==> src/rtl/pxo_pkg.sv <==
package pxo_pkg;

   // Depth of the conversion datapath; every other path is matched to it.
   localparam int CSC_LAT = 3;

   // Per-pixel control that travels alongside the data.
   typedef struct packed {
      logic hs;
      logic vs;
      logic win;
      logic cnv;
   } pxo_ctl_t;

endpackage

==> src/rtl/pxo_delay.sv <==
module pxo_delay #(
   parameter int W     = 8,
   parameter int DEPTH = 3
) (
   input  logic         clk,
   input  logic         rst_n,
   input  logic         adv,
   input  logic [W-1:0] d,
   output logic [W-1:0] q
);

   if (W < 1) begin : g_bad_w
      $error("pxo_delay: W must be at least 1");
   end
   if (DEPTH < 1) begin : g_bad_depth
      $error("pxo_delay: DEPTH must be at least 1");
   end

   logic [W-1:0] stg [DEPTH];

   for (genvar g = 0; g < DEPTH; g++) begin : g_stage
      if (g == 0) begin : g_head
         always_ff @(posedge clk) begin
            if (!rst_n)   stg[g] <= '0;
            else if (adv) stg[g] <= d;
         end
      end else begin : g_tail
         always_ff @(posedge clk) begin
            if (!rst_n)   stg[g] <= '0;
            else if (adv) stg[g] <= stg[g-1];
         end
      end
   end

   assign q = stg[DEPTH-1];

endmodule

==> src/rtl/pxo_csc.sv <==
module pxo_csc #(
   parameter int CW   = 8,
   parameter int FRAC = 8,
   parameter int C_RV = 359,
   parameter int C_GU = 88,
   parameter int C_GV = 183,
   parameter int C_BU = 454
) (
   input  logic            clk,
   input  logic            rst_n,
   input  logic            adv,
   input  logic [3*CW-1:0] ycc_i,
   output logic [3*CW-1:0] rgb_o
);

   localparam int PW = 3 * CW;
   localparam int AW = CW + FRAC + 4;
   localparam int KMAX = 1 << (FRAC + 1);
   localparam logic signed [AW-1:0] MID  = AW'(1 << (CW - 1));
   localparam logic signed [AW-1:0] MAXV = AW'((1 << CW) - 1);
   localparam logic signed [AW-1:0] K_RV = AW'(C_RV);
   localparam logic signed [AW-1:0] K_GU = AW'(C_GU);
   localparam logic signed [AW-1:0] K_GV = AW'(C_GV);
   localparam logic signed [AW-1:0] K_BU = AW'(C_BU);

   if (CW < 4 || CW > 12) begin : g_bad_cw
      $error("pxo_csc: CW out of range 4..12");
   end
   if (FRAC < 4 || FRAC > 12) begin : g_bad_frac
      $error("pxo_csc: FRAC out of range 4..12");
   end
   if (C_RV >= KMAX || C_GU >= KMAX || C_GV >= KMAX || C_BU >= KMAX ||
       C_RV < 0 || C_GU < 0 || C_GV < 0 || C_BU < 0) begin : g_bad_coef
      $error("pxo_csc: coefficient outside 0..2**(FRAC+1)-1");
   end

   // Unpack and center the chroma channels.
   logic [CW-1:0] y_in, cb_in, cr_in;
   logic signed [AW-1:0] cb_c, cr_c;

   assign y_in  = ycc_i[PW-1 -: CW];
   assign cb_in = ycc_i[2*CW-1 -: CW];
   assign cr_in = ycc_i[CW-1:0];
   assign cb_c  = $signed(AW'(cb_in)) - MID;
   assign cr_c  = $signed(AW'(cr_in)) - MID;

   // Stage 1: products.
   logic signed [AW-1:0] y1, pr1, pg1, pb1;
   always_ff @(posedge clk) begin
      if (!rst_n) begin
         y1  <= '0;
         pr1 <= '0;
         pg1 <= '0;
         pb1 <= '0;
      end else if (adv) begin
         y1  <= $signed(AW'(y_in));
         pr1 <= K_RV * cr_c;
         pg1 <= K_GU * cb_c + K_GV * cr_c;
         pb1 <= K_BU * cb_c;
      end
   end

   // Stage 2: scale and add luma.
   logic signed [AW-1:0] r2, g2, b2;
   always_ff @(posedge clk) begin
      if (!rst_n) begin
         r2 <= '0;
         g2 <= '0;
         b2 <= '0;
      end else if (adv) begin
         r2 <= y1 + (pr1 >>> FRAC);
         g2 <= y1 - (pg1 >>> FRAC);
         b2 <= y1 + (pb1 >>> FRAC);
      end
   end

   // Stage 3: clamp to the channel range.
   function automatic logic [CW-1:0] clamp(input logic signed [AW-1:0] x);
      if (x[AW-1])      return '0;
      else if (x > MAXV) return '1;
      else              return x[CW-1:0];
   endfunction

   logic [CW-1:0] r3, g3, b3;
   always_ff @(posedge clk) begin
      if (!rst_n) begin
         r3 <= '0;
         g3 <= '0;
         b3 <= '0;
      end else if (adv) begin
         r3 <= clamp(r2);
         g3 <= clamp(g2);
         b3 <= clamp(b2);
      end
   end

   assign rgb_o = {r3, g3, b3};

endmodule

==> src/rtl/pxo_window_out.sv <==
module pxo_window_out
   import pxo_pkg::*;
#(
   parameter int CW      = 8,
   parameter int DLY     = 3,
   parameter int HAS_CSC = 1,
   parameter int FRAC    = 8,
   parameter int C_RV    = 359,
   parameter int C_GU    = 88,
   parameter int C_GV    = 183,
   parameter int C_BU    = 454
) (
   input  logic            clk,
   input  logic            rst_n,
   input  logic            pix_en,
   input  logic [3*CW-1:0] in_pix,
   input  logic            in_hs,
   input  logic            in_vs,
   input  logic [3*CW-1:0] exp_pix,
   input  logic            win,
   input  logic            cnv_sel,
   output logic [3*CW-1:0] out_pix,
   output logic            out_hs,
   output logic            out_vs,
   output logic            out_oe
);

   localparam int PW   = 3 * CW;
   localparam int CTLW = $bits(pxo_ctl_t);
   localparam int FW   = $clog2(DLY + 1);

   if (DLY != CSC_LAT) begin : g_bad_dly
      $error("pxo_window_out: DLY must equal the conversion latency");
   end
   if (HAS_CSC != 0 && HAS_CSC != 1) begin : g_bad_has
      $error("pxo_window_out: HAS_CSC must be 0 or 1");
   end

   // Control travelling with each pixel.
   pxo_ctl_t         ctl_i, ctl_o;
   logic [CTLW-1:0]  ctl_q;

   assign ctl_i = '{hs: in_hs, vs: in_vs, win: win, cnv: cnv_sel};

   pxo_delay #(.W(CTLW), .DEPTH(DLY)) u_ctl_dly (
      .clk(clk), .rst_n(rst_n), .adv(pix_en), .d(ctl_i), .q(ctl_q)
   );
   assign ctl_o = ctl_q;

   // Pass-through path for the live pixel.
   logic [PW-1:0] in_d;
   pxo_delay #(.W(PW), .DEPTH(DLY)) u_in_dly (
      .clk(clk), .rst_n(rst_n), .adv(pix_en), .d(in_pix), .q(in_d)
   );

   // Raw expanded path, the conversion bypass.
   logic [PW-1:0] raw_d;
   pxo_delay #(.W(PW), .DEPTH(DLY)) u_raw_dly (
      .clk(clk), .rst_n(rst_n), .adv(pix_en), .d(exp_pix), .q(raw_d)
   );

   // Converted expanded path.
   logic [PW-1:0] cnv_d;
   if (HAS_CSC == 1) begin : g_csc
      pxo_csc #(
         .CW(CW), .FRAC(FRAC),
         .C_RV(C_RV), .C_GU(C_GU), .C_GV(C_GV), .C_BU(C_BU)
      ) u_csc (
         .clk(clk), .rst_n(rst_n), .adv(pix_en), .ycc_i(exp_pix), .rgb_o(cnv_d)
      );
   end else begin : g_no_csc
      assign cnv_d = raw_d;
   end

   // Final per-pixel source choice.
   always_comb begin
      if (!ctl_o.win)     out_pix = in_d;
      else if (ctl_o.cnv) out_pix = cnv_d;
      else                out_pix = raw_d;
   end

   assign out_hs = ctl_o.hs;
   assign out_vs = ctl_o.vs;

   // Output enable once the pipeline holds real pixels.
   logic [FW-1:0] fill;
   always_ff @(posedge clk) begin
      if (!rst_n)                               fill <= '0;
      else if (pix_en && fill != FW'(DLY))      fill <= fill + 1'b1;
   end
   assign out_oe = (fill == FW'(DLY));

endmodule

==> config.mk <==
export PLATFORM = sky130hd
export DESIGN_NAME = pxo_window_out
export DESIGN_NICKNAME = d
export VERILOG_FILES = /design/src/rtl/pxo_pkg.sv /design/src/rtl/pxo_delay.sv /design/src/rtl/pxo_csc.sv /design/src/rtl/pxo_window_out.sv
export SDC_FILE = /design/constraint.sdc
export NUM_CORES = 1
export LEC_CHECK = 0
export BUFFER_PORTS_ARGS = -buffer_cell sky130_fd_sc_hd__buf_2
export CAP_MARGIN = 0
export CORE_ASPECT_RATIO = 1.1
export CORE_UTILIZATION = 60
export CTS_CLUSTER_DIAMETER = 100
export CTS_CLUSTER_SIZE = 24
export DETAILED_ROUTE_END_ITERATION = 7
export PLACE_DENSITY = 0.79
export SETUP_SLACK_MARGIN = 0.3
export SYNTH_ARGS = -nofsm -noshare
export SYNTH_HDL_FRONTEND = slang
export SYNTH_SLANG_ARGS = --single-unit
==> constraint.sdc <==
create_clock -name clk -period 9.45 [get_ports clk]
set_input_delay 1.4175 -clock clk [delete_from_list [all_inputs] [get_ports clk]]
set_output_delay 1.4175 -clock clk [all_outputs]
set_load 0.05 [all_outputs]
==> results.toml, run 1 <==
[critical_path]
end_kind = "flip-flop"
cp-start-kind = "input port"
cp_max_fo = 17
cp.arrival_ns = 6.66
worstPathRequired_ns = 9.80
worstSetupPathType = "in -> reg"

[power_and_ir_drop]
swShare = 0.376
p_leak_nw = 8.37
power_switching_mw = 1.45
ir_worst_vdd_uv = 212
pwr-share-seq = 0.375
power_frac_clock = 0.175
p_comb_frac = 0.450
power.density_nw_per_um2 = 219
intPower_mw = 2.41

[grt]
grt_pass1_wl_um = 56600
antenna_found_initial = 1
grt_max_degree = 114
grt_pass1_vias = 10900
grt_use_total = 0.250
overflow = 0

[clocking]
numCtsBuffers = 15
htree_levels = 1
cts-root-buf = "clkbuf_16"
cts.sinks = 265
cts_tree = "done"
clk-insertion-delay-late_ns = 0.50
post_cts_buffers = 0
cts_resized = 0
path_clk_slew_ns = 0.09
cts-hold-fix-buffers = 0
clockBufferDepth = 3

[finish]
antennaDiodeCount = 0
layout_common_cells = "inv_1 (185), ha_1 (172), edfxtp_1 (156), and3_1 (150), dfxtp_1 (109)"
area_growth_pct = 6.50
layout-drive-gt1-share = 0.0774
fin_cells = 1998
final_cell_area_um2 = 17600
layout_commonest_cell = "inv_1"
fin_util = 0.652
final_nets = 1932

[outcome]
status = "completed"

[floorplanning]
start_util = 0.612
coreArea_um2 = 27000
num_io_pins = 82
rows = 63
chipWidth_um = 160
die_h_um = 176
dieArea_um2 = 28300

[logic_synthesis]
avgSynthCellArea_um2 = 10.3
synth_ff_type = "edfxtp_1"
yosysSeqAreaShare = 0.415
synth_fp_nets = 1905
synth_top_cell_area_share = 0.283
async_flop_share = 0
ys_warn_count = 0
synth-edff-count = 156
netlist_top_cells_area = "edfxtp_1 (28%), dfxtp_1 (13%), ha_1 (13%), fa_1 (8.8%), and3_1 (5.7%)"
synth_area_um2 = 16600
ys_ff_latch = 265
synth_largest_area_cell = "edfxtp_1"
ys_types = 66
syn_inst = 1605

[detailed_routing]
drc = 0
dr.pass1.iters = 5
ant_nets = 0
viasPerCell = 5.60
drtIter0Drc = 875
wl_um = 34600
vias = 11200
routedWlPerCell_um = 17.3

[timing]
tightest_slew_ns = 0.912
finalHoldViolations = 0
finalSetupViolCount = 0
skew_ns = 0.0356
maxSlewHeadroom = 0.392
final.min_clock_period_ns = 6.31
tns_ns = 0
post-route-period-util = 0.668
rsz0062_at_grt = "false"
max_freq_mhz = 158
slew_viol_final = 0

[place]
port_buffers = 81
dpl.hpwl_um = 25100
place_inst = 1972
dpl_cell_area_um2 = 17200
routabilityCongestion = 0.926

[flow_run]
max-cap-violations = 0

[hold_path]
hold_class = "reg -> reg"
[cell usage after synthesis, types with 10 or more instances]
master and count:
nand3_1 19, o21ai_0 22, nand2_1 55, dfxtp_1 109, nor3_1 42, xor2_1 22
xnor2_1 46, o21ai_1 36, edfxtp_1 156, nor2_1 81, o21a_1 10, mux2i_1 34
a21oi_1 102, fa_1 73, clkbuf_1 78, and3_1 150, ha_1 172, nor2b_1 61
a21o_1 19, inv_1 186
[metal layers]
layer  wire, um  track usage  up-vias
met1      16300        0.354     5375
li1           -            -     5592
met3       1130       0.0183       37
met4        563       0.0544        0
met5          0            0        -
met2      16600        0.420      193
[registers in the layout, summed over array words and instances, names as in the netlist]
| register | flops |
|---|---|
| g_csc.u_csc.pr1 | 12 |
| g_csc.u_csc.pg1 | 12 |
| g_csc.u_csc.b2 | 13 |
| u_raw_dly.stg | 72 |
| g_csc.u_csc.r2 | 13 |
| g_csc.u_csc.r3 | 8 |
| g_csc.u_csc.pb1 | 12 |
| g_csc.u_csc.g2 | 13 |
| g_csc.u_csc.g3 | 8 |
| u_in_dly.stg | 72 |
| g_csc.u_csc.y1 | 8 |
| u_ctl_dly.stg | 12 |
| g_csc.u_csc.b3 | 8 |
| fill | 2 |
[cell type report]
cell class | count | area (um^2)
clock inverter | 3 | 35.0
multi-input combinational | 1069 | 8680
clock buffer | 23 | 405
sequential | 265 | 6870
inverter | 190 | 721
fill | 2144 | 9400
tap | 357 | 447
timing repair buffer | 91 | 485
[worst paths after layout]
check,from,to,slack [ns],cells after the start
setup / recovery,exp_pix[7],g_csc.u_csc.pg1[19],3.14,17
setup reg to reg,g_csc.u_csc.y1[0],g_csc.u_csc.g2[18],6.70,10
hold / removal,g_csc.u_csc.b2[10],g_csc.u_csc.b2[10],0.45,2
hold reg to reg,g_csc.u_csc.b2[10],g_csc.u_csc.b2[10],0.45,2
[critical path, stage by stage]
cell and delay, ns:
buf_2 0.39, inv_1 0.33, fa_1 0.58, fa_1 0.42
ha_1 0.33, fa_1 0.54, inv_1 0.05, fa_1 0.53
inv_1 0.04, ha_1 0.22, or3_4 0.35, o221a_4 0.26
a221o_2 0.40, a41o_1 0.30, o31a_1 0.26, xnor2_1 0.15
a21oi_1 0.08
[logic make-up after synthesis]
| family | after synthesis | synth area share |
|---|---|---|
| and+or+nand+nor | 452 | 0.147 |
| buffers and inverters | 271 | 0.0616 |
| AOI/OAI and AO/OA | 270 | 0.102 |
| DFF | 265 | 0.415 |
| adders and majority gates | 245 | 0.218 |
| xor gates and xnor gates | 68 | 0.0360 |
| muxes | 34 | 0.0206 |
[power groups by stage]
stage | Combinational, mW | Sequential, mW | Clock [mW]
after global placement | 1.67 | 1.47 | 0
after floorplan | 1.35 | 1.44 | 0
after detailed placement | 1.72 | 1.47 | 0
final | 1.74 | 1.45 | 0.677
after global routing | 1.97 | 1.46 | 0.734
after CTS | 1.74 | 1.45 | 0.687
[per-stage QoR]
stage	hold slack (ns)	setup WS (ns)	power [mW]
floorplan	0.417	3.11	2.79
global placement	0.429	2.70	3.13
detailed placement	0.436	2.65	3.20
CTS	0.449	3.17	3.87
global route	0.466	2.90	4.17
finish	0.452	3.14	3.87
(Power assumes the default switching activity.)
==> inputs of run 2 (changes only) <==
CORE_UTILIZATION = 57   (was 60)
clock period = 5.8 ns   (was 9.45 ns; I/O delays follow)
==> run 2 against run 1 <==
Cell area increased by 0.61%; flip-flop and latch count unchanged; combinational power increased by 67%; critical path depth decreased by 1; die area increased by 5.2%; utilization decreased by 3.2 points; clock-buffer cell count unchanged; cell count increased by 1.2%; largest cell class unchanged.
==> results.toml, run 2 (same netlist as run 1, synthesis figures left out) <==
[clocking]
numCtsBuffers = 15
path_clk_slew_ns = 0.10
htree_levels = 1
post_cts_buffers = 0
clockBufferDepth = 3
cts-hold-fix-buffers = 0
cts_tree = "done"
clk-insertion-delay-late_ns = 0.49
cts-root-buf = "clkbuf_16"
cts_resized = 0
cts.sinks = 265

[critical_path]
crit_path_max_incr_delay_ns = 0.54
cp.arrival_ns = 5.63
cp_max_fo = 9
cp_cell_sequence = "buf_2 -> fa_1 -> fa_1 -> ha_1 -> fa_1 -> inv_1 -> fa_1 -> inv_1 -> ha_1 -> or3_4 -> o221a_4 -> a221o_2 -> a41o_1 -> o31a_1 -> xnor2_1 -> a21oi_1"
crit_top_cell = "fa_1"
worstPathRequired_ns = 6.16
crit_start = "exp_pix[6]"
critPathSlowestCell = "fa_1"
worstSetupPathType = "in -> reg"
cp-start-kind = "input port"
timing.rr.start = "g_csc.u_csc.y1[1]"
end_kind = "flip-flop"

[hold_path]
hold_class = "reg -> reg"
hp-start = "g_csc.u_csc.b2[6]"

[floorplanning]
dieArea_um2 = 29700
rows = 65
die_h_um = 181
chipWidth_um = 165
start_util = 0.578
coreArea_um2 = 28600
num_io_pins = 82

[grt]
grt_use_total = 0.243
overflow = 0
grt_max_degree = 144
grt_pass1_wl_um = 57000
antenna_found_initial = 2
grt_pass1_vias = 11100

[power_and_ir_drop]
power_switching_mw = 2.42
p_comb_frac = 0.456
power.density_nw_per_um2 = 358
pwr-share-seq = 0.371
p_leak_nw = 8.42
ir_worst_vdd_uv = 345
swShare = 0.381
power_mw = 6.36
power_frac_clock = 0.173
intPower_mw = 3.93

[flow_run]
max-cap-violations = 0

[timing]
finalHoldViolations = 0
rsz0062_at_grt = "false"
final.min_clock_period_ns = 5.28
finalSetupViolCount = 0
post-route-period-util = 0.910
slew_viol_final = 0
maxSlewHeadroom = 0.258
tns_ns = 0
skew_ns = 0.0324
fin_ws_ns = 0.525
max_freq_mhz = 190
tightest_slew_ns = 1.11

[place]
dpl.hpwl_um = 26000
dpl_worst_slack_ns = 0.0466
dpl_cell_area_um2 = 17300
routabilityCongestion = 0.905
place_inst = 1995
port_buffers = 81

[finish]
top_regs = "u_in_dly.stg x72, u_raw_dly.stg x72"
final_nets = 1944
layout_commonest_cell = "inv_1"
layout_common_cells = "inv_1 (184), ha_1 (172), edfxtp_1 (156), and3_1 (150), dfxtp_1 (109)"
area_growth_pct = 7.15
fin_cells = 2021
fillerInstances = 2299
layout-drive-gt1-share = 0.0847
final_cell_area_um2 = 17700
antennaDiodeCount = 0

[detailed_routing]
dr.pass1.iters = 7
drtIter0Drc = 897
drc = 0
ant_nets = 0
vias = 11400
routedWlPerCell_um = 17.5
wl_um = 35400
viasPerCell = 5.64

[outcome]
status = "completed"
-- run 2: cell types whose count changed in the layout (fill, tap and decap cells not counted) --
cell,previous run,this run
inv_16,1,0
inv_4,1,0
inv_1,185,184
buf_4,12,24
inv_6,2,4
inv_12,0,1
-- run 2: critical path: cells and delay by family --
family | cells | cell delay (ns)
simple gates | 1 | 0.38
xor+xnor | 1 | 0.16
fa+ha+maj | 6 | 2.61
buf+inv | 3 | 0.32
compound gates | 5 | 1.29
-- run 2: worst paths after layout --
kind                            slack [ns]  cells after the start                   to
worst min-delay path                  0.45                      2    g_csc.u_csc.b2[6]
worst max register to register        2.99                      9   g_csc.u_csc.g2[18]
worst min register to register        0.45                      2    g_csc.u_csc.b2[6]
worst max-delay path                  0.52                     16  g_csc.u_csc.pg1[19]
-- run 2: per-layer routing --
layer | up-vias | global-route usage | part of all wire | routed length [um]
met5 | - | 0 | 0 | 0
met4 | 0 | 0.0664 | 0.026 | 917
met3 | 59 | 0.0195 | 0.043 | 1520
met2 | 274 | 0.403 | 0.48 | 17100
met1 | 5449 | 0.343 | 0.45 | 15800
li1 | 5620 | - | - | -
-- run 2: final cells by class --
class                           count  area (um^2)  area share
Multi-Input combinational cell   1069         8680       0.489
Sequential cell                   265         6870       0.387
Inverter                          190          726      0.0409
Timing Repair Buffer              103          576      0.0324
Tap cell                          368          460      0.0260
Clock buffer                       23          405      0.0228
Clock inverter                      3         33.8     0.00190
-- run 2: per-stage QoR --
step	hold WS, ns	utilization
2_1_floorplan	0.417	-
3_3_place_gp	0.430	0.604
3_5_place_dp	0.438	0.604
4_1_cts	0.451	0.620
5_1_grt	0.465	0.620
6_report	0.450	0.620
-- run 2: power groups by stage --
stage	sequential, mW	clock [mW]	combinational (mW)
after floorplan	2.35	0	2.20
after global placement	2.39	0	2.76
after detailed placement	2.40	0	2.85
after CTS	2.36	1.12	2.88
after global routing	2.38	1.19	3.25
final	2.36	1.10	2.90
